File: config.mk
export PLATFORM = sky130hd
export DESIGN_NAME = afc_resp_stage
export DESIGN_NICKNAME = d
export VERILOG_FILES = /design/src/rtl/afc_pkg.sv /design/src/rtl/afc_resp_stage.sv
export SDC_FILE = /design/constraint.sdc
export NUM_CORES = 1
export LEC_CHECK = 0
export ABC_AREA = 0
export BUFFER_PORTS_ARGS = -buffer_cell sky130_fd_sc_hd__buf_2
export CAP_MARGIN = 25
export CORE_AREA = 2 2 39 41
export DETAILED_ROUTE_END_ITERATION = 16
export DIE_AREA = 0 0 41 43
export SLEW_MARGIN = 20
export SYNTH_ARGS = -nofsm -noshare
export SYNTH_HDL_FRONTEND = slang
export SYNTH_SLANG_ARGS = --single-unit
File: constraint.sdc
create_clock -name clk -period 0.8 [get_ports clk]
set_input_delay 0.04 -clock clk [delete_from_list [all_inputs] [get_ports clk]]
set_output_delay 0.04 -clock clk [all_outputs]
set_load 0.01 [all_outputs]
File: src/rtl/afc_pkg.sv
// Package: shared fault-kind encoding for the alignment fault checker.
// Assumes: kind codes are decoded by the exception logic downstream.
package afc_pkg;

    typedef enum logic [1:0] {
        FK_NONE  = 2'd0,
        FK_ELEM  = 2'd1,
        FK_BLOCK = 2'd2,
        FK_STACK = 2'd3
    } fault_kind_e;

endpackage

File: src/rtl/afc_resp_stage.sv
// Response stage.
// Does: merges the three test results by priority and registers the verdict.
// Assumes: synchronous active-low reset; verdict is cleared when no request.
module afc_resp_stage
    import afc_pkg::*;
(
    input  logic        clk,
    input  logic        rst_n,
    input  logic        in_vld,
    input  logic        sp_fail,
    input  logic        elem_fail,
    input  logic        block_fail,
    output logic        out_vld,
    output logic        out_align,
    output logic        out_sp,
    output logic [1:0]  out_kind
);

    fault_kind_e kind_d;
    fault_kind_e kind_q;
    logic        vld_q;

    // Pick one result: stack pointer, then element, then containment.
    always_comb begin
        if (sp_fail) begin
            kind_d = FK_STACK;
        end else if (elem_fail) begin
            kind_d = FK_ELEM;
        end else if (block_fail) begin
            kind_d = FK_BLOCK;
        end else begin
            kind_d = FK_NONE;
        end
    end

    // Register the verdict one cycle after the request.
    always_ff @(posedge clk) begin
        if (!rst_n) begin
            vld_q  <= 1'b0;
            kind_q <= FK_NONE;
        end else begin
            vld_q  <= in_vld;
            kind_q <= in_vld ? kind_d : FK_NONE;
        end
    end

    // Decode the registered kind into the two fault flags.
    always_comb begin
        out_vld   = vld_q;
        out_kind  = kind_q;
        out_align = (kind_q == FK_ELEM) || (kind_q == FK_BLOCK);
        out_sp    = (kind_q == FK_STACK);
    end

endmodule

==> metrics.yaml, run 1 <==
status: "finished, violations left"
failed_checks: "negative setup slack"
cts.path.max_buffers: 2
p_per_area_nw_per_um2: 2120
worstMarginPinSlew_ns: 0.119
arrival_ns: 0.90
track_usage_pct: 4.02
final_core_util_pct: 16.6
finalSetupTns_ns: -0.196
wl_um: 263
drv_slew: 0
synth_top_area_share_pct: 56.5
grt_max_degree: 4
pin_count: 11
first_pass_iters: 3
drtIter0Drc: 3
first_global_vias: 99
cts_num_sinks: 3
syn_area_per_cell_sq_um: 9.67
cts_buffers: 3
syn_area_sq_um: 106
diodes: 0
die-height_um: 43
wire_per_inst_um: 6.41
synth_seq_area_share_pct: 56.5
route.vias.total: 110
ir_drop_mv: 0.334
crit_fanout: 2
synth_common_cells: "3 x dfxtp_1, 2 x inv_1, 2 x nor2_1"
yosysMostFrequentCell: "dfxtp_1"
syn_inst: 11
die_w_um: 41
rsz0062_at_grt: "yes"
yosys_warnings: 0
synth_nets: 18
core_sq_um: 1380
hold_class: "input pin to register"
ys_types: 7
power_mw: 0.489
cp.required_ns: 0.76
ys_ff_latch: 3
maxCapViolCount: 0
pre_cts_slack_ns: 0.0611
cts_tree: "done"
antenna_found_initial: 0
grt_pass1_wl_um: 358
ys_top_cells_by_area: "dfxtp_1 56%, ha_1 12%, a21oi_2 8.2%, inv_1 7.1%, nor2_1 7.1%"
clk_pin_slew_ns: 0.04
fill_cells: 166
layout-drive-gt1-share_pct: 68.0
synth_edf_count: 0
period_minus_slack_ns: 0.942
route.detailed.drc: 0
setup_viol: 2
cts_max_level: 1
ant_nets: 0
finalHoldViolations: 0
start_kind: "register"
grt_remaining_overflow: 0
synthFlopType: "dfxtp_1"
async_flop_share_pct: 0
worst_slack_ns: -0.142
cp-end-kind: "output port"
initial_core_util_pct: 7.69
finalNetCount: 33
area.growth.synth_to_final_pct: 116
route.detailed.vias_per_inst: 2.68
cts-root-buf: "clkbuf_4"
yosysTopAreaCell: "dfxtp_1"
slew_headroom_pct: 92.0
post-route-period-util_pct: 118
fmax_ghz: 1.06
gp_congestion: 0.578
critical_path_class: "register to output port"
leakage_nw: 0.119
portBuffers: 10
num_rows: 14
place_hpwl_um: 189
dieArea_sq_um: 1760
==> final timing paths <==
check | start | end | slack (ns) | cells past startpoint
max | out_kind[0] | out_align | -0.14 | 2
min | sp_fail | out_kind[0] | 0.05 | 3
==> layout by cell type (no fill, tap or decap) <==
cell type / count
buf_2: 8
clkbuf_4: 3
inv_1: 2
nor2_1: 2
dfxtp_2: 2
buf_6: 2
nand2b_1: 1
nand2_1: 1
a21oi_2: 1
ha_4: 1
clkbuf_1: 1
dfxtp_1: 1
==> worst max-delay path, stage by stage (launching register included) <==
cell     delay [ns]
dfxtp_2        0.32
ha_4           0.26
buf_6          0.09
==> state kept, by name, summed over array words and instances (netlist names) <==
signal and flops:
out_kind 2, out_vld 1
==> metal layers <==
layer	track usage [%]	wire length (um)	vias to the layer above
li1	-	-	61
met1	4.18	121	39
met2	2.81	112	10
met3	1.57	29	0
met4	10.0	0	0
met5	0	0	-
==> area by class of cell <==
cell class,count,area (sq um),share of cell area (%)
sequential,3,62.6,27.2
inverter,2,7.51,3.26
multi-input combinational,6,51.3,22.3
timing repair buffer,10,62.6,27.2
clock buffer,4,26.3,11.4
tap,16,20.0,8.70
==> logic make-up after synthesis <==
| kind of cell | Yosys count | share of synthesized area, % |
|---|---|---|
| buffers and inverters | 2 | 7.06 |
| AOI/OAI and AO/OA | 1 | 8.24 |
| DFF | 3 | 56.5 |
| and+or+nand+nor | 4 | 16.5 |
| adders and majority gates | 1 | 11.8 |
==> per-stage QoR <==
| step | cells | hold WS (ns) | area, sq um |
|---|---|---|---|
| global placement | 37 | 0.280 | 176 |
| floorplan | 11 | 0.156 | 106 |
| global route | 41 | 0.0635 | 230 |
| detailed placement | 37 | 0.288 | 176 |
| finish | 41 | 0.0452 | 230 |
| CTS | 41 | 0.0432 | 203 |
==> repair_timing <==
item / 4_1_cts / 5_1_grt
endpoints found under the setup margin: 2 / 2
hold buffers: 0 / 0
resized for setup: 0 / 5
setup buffers: 0 / 0
pin swaps: 0 / 1
==> report_power, final <==
group          switching [mW]  leakage, nW  internal (mW)
clock                  0.0778       0.0150          0.187
combinational          0.0253       0.0781         0.0341
sequential            0.00541       0.0256          0.160
total                   0.109        0.119          0.381
(Power assumes the default switching activity.)
==> run 2: changes to the inputs <==
==> constraint.sdc (replaced) <==
create_clock -name clk -period 0.8 [get_ports clk]
set_input_delay 0.2 -clock clk [delete_from_list [all_inputs] [get_ports clk]]
set_output_delay 0.2 -clock clk [all_outputs]
set_load 0.01 [all_outputs]
==> run 2 against run 1 <==
  * The flow still finishes with violations (negative setup slack)
  * Utilization increased by 0.54 points
  * Sequential share of layout area decreased by 0.33 points
  * First-iteration DRC count increased by 100%
  * Sequential power about the same
  * Clock power about the same
  * Wire length decreased by 4.6%
  * Critical path type unchanged
==> metrics.yaml, run 2 (synthesis gave the netlist of run 1 again) <==
cts_buffers: 3  # unchanged
setup_viol: 5  # +3
clk_pin_slew_ns: 0.03  # about the same
wire_per_inst_um: 6.12  # -4.6%
drv_slew: 0  # unchanged
leakage_nw: 0.120  # +1.3%
crit_fanout: 2  # unchanged
antenna_found_initial: 0  # unchanged
dieArea_sq_um: 1760  # unchanged
period_minus_slack_ns: 1.10  # +0.159 ns
fill_cells: 157  # -5.4%
portBuffers: 10  # unchanged
arrival_ns: 0.90  # about the same
path_buf_inv: 1  # unchanged
cts_num_sinks: 3  # unchanged
core_sq_um: 1380  # unchanged
first_pass_iters: 4  # +1
status: "finished, violations left"
hold_class: "input pin to register"
grt_max_degree: 4  # unchanged
initial_core_util_pct: 7.69  # unchanged
grt_pass1_wl_um: 434  # +21%
track_usage_pct: 5.01  # +0.99 points
gp_congestion: 0.655  # +13%
cp.required_ns: 0.60  # -0.16 ns
design_area_sq_um: 238  # +3.3%
post_cts_buffers: 0  # unchanged
cts_max_level: 1  # unchanged
cts.path.max_buffers: 2  # unchanged
final_cell_mix: "7 x buf_2, 3 x clkbuf_4, 3 x dfxtp_2, 3 x buf_6"
p_per_area_nw_per_um2: 2060  # -3.0%
worstMarginPinSlew_ns: 0.112  # -0.00713 ns
die_w_um: 41  # unchanged
post_dp_cell_area_sq_um: 191  # +8.5%
route.vias.total: 114  # +3.6%
final_common_cell: "buf_2"
start_kind: "register"
cts_tree: "done"
cts-root-buf: "clkbuf_4"
maxCapViolCount: 0  # unchanged
crit_family: "flip-flops"
drtIter0Drc: 6  # +3
route.detailed.drc: 0  # unchanged
wl_um: 251  # -4.6%
finalHoldViolations: 0  # unchanged
ant_nets: 0  # unchanged
path_cells: "ha_4, buf_6"
die-height_um: 43  # unchanged
pre_cts_slack_ns: -0.0764  # -0.137 ns
failed_checks: "negative setup slack"
rsz0062_at_grt: "yes"
fmax_ghz: 0.908  # -14%
route.detailed.vias_per_inst: 2.78  # +3.6%
pin_count: 11  # unchanged
area.growth.synth_to_final_pct: 124
first_global_vias: 125  # +26%
worst_slack_ns: -0.301  # -0.159 ns
diodes: 0  # unchanged
hold_buffers: 0  # unchanged
power_mw: 0.490  # +0.21%
grt_remaining_overflow: 0  # unchanged
max_stage_delay_ns: 0.32  # about the same
finalNetCount: 33  # unchanged
critical_path_class: "register to output port"
layout-drive-gt1-share_pct: 72.0  # +4.0 points
largest_reg_flops: 2  # unchanged
cp-end-kind: "output port"
crit_slowest_cell: "dfxtp_2"
num_rows: 14  # unchanged
slew_headroom_pct: 92.5  # +0.48 points
post-route-period-util_pct: 138  # +20 points
ir_drop_mv: 0.392  # +18%
## run 2: cell type report
cell class / count / area [sq um] / area share [%]
tap: 16 / 20.0 / 8.42
timing repair buffer: 10 / 68.8 / 28.9
clock buffer: 4 / 26.3 / 11.1
inverter: 2 / 7.51 / 3.16
sequential: 3 / 63.8 / 26.8
multi-input combinational: 6 / 51.3 / 21.6
## run 2: worst paths after layout
path	cells past startpoint	slack (ns)	from	to
hold / removal	3	0.21	sp_fail	out_kind[0]
setup / recovery	2	-0.30	out_kind[0]	out_align
## run 2: worst min-delay path, delay by kind of cell
| kind | cells | cell delay, ns |
|---|---|---|
| and+or+nand+nor | 2 | 0.11 |
| buffers and inverters | 1 | 0.09 |
## run 2: power by group
part	internal, mW	switching (mW)	total [mW]
registers	0.160	0.00600	0.166
logic	0.0370	0.0248	0.0618
clock network	0.187	0.0754	0.262
## run 2: metal layers
layer / global-route usage [%] / up-vias / share of wire [%]
met3: 4.71 / 0 / 17
met4: 10.0 / 0 / 0
met2: 4.38 / 11 / 40
met5: 0 / - / 0
met1: 3.83 / 43 / 42
li1: - / 60 / -
## run 2: through the flow
stage	instances	setup TNS, ns	utilization [%]	hold WS [ns]
2_1_floorplan	11	0	-	0.316
3_5_place_dp	37	-0.0764	13.8	0.442
5_1_grt	41	-0.995	17.2	0.203
3_3_place_gp	37	-0.0721	13.8	0.447
4_1_cts	41	-0.825	16.6	0.198
6_report	41	-0.756	17.2	0.205
## run 2: repair_timing
action,CTS,global route
cloned,0,0
resized for setup,2,2
setup endpoints to repair,5,5
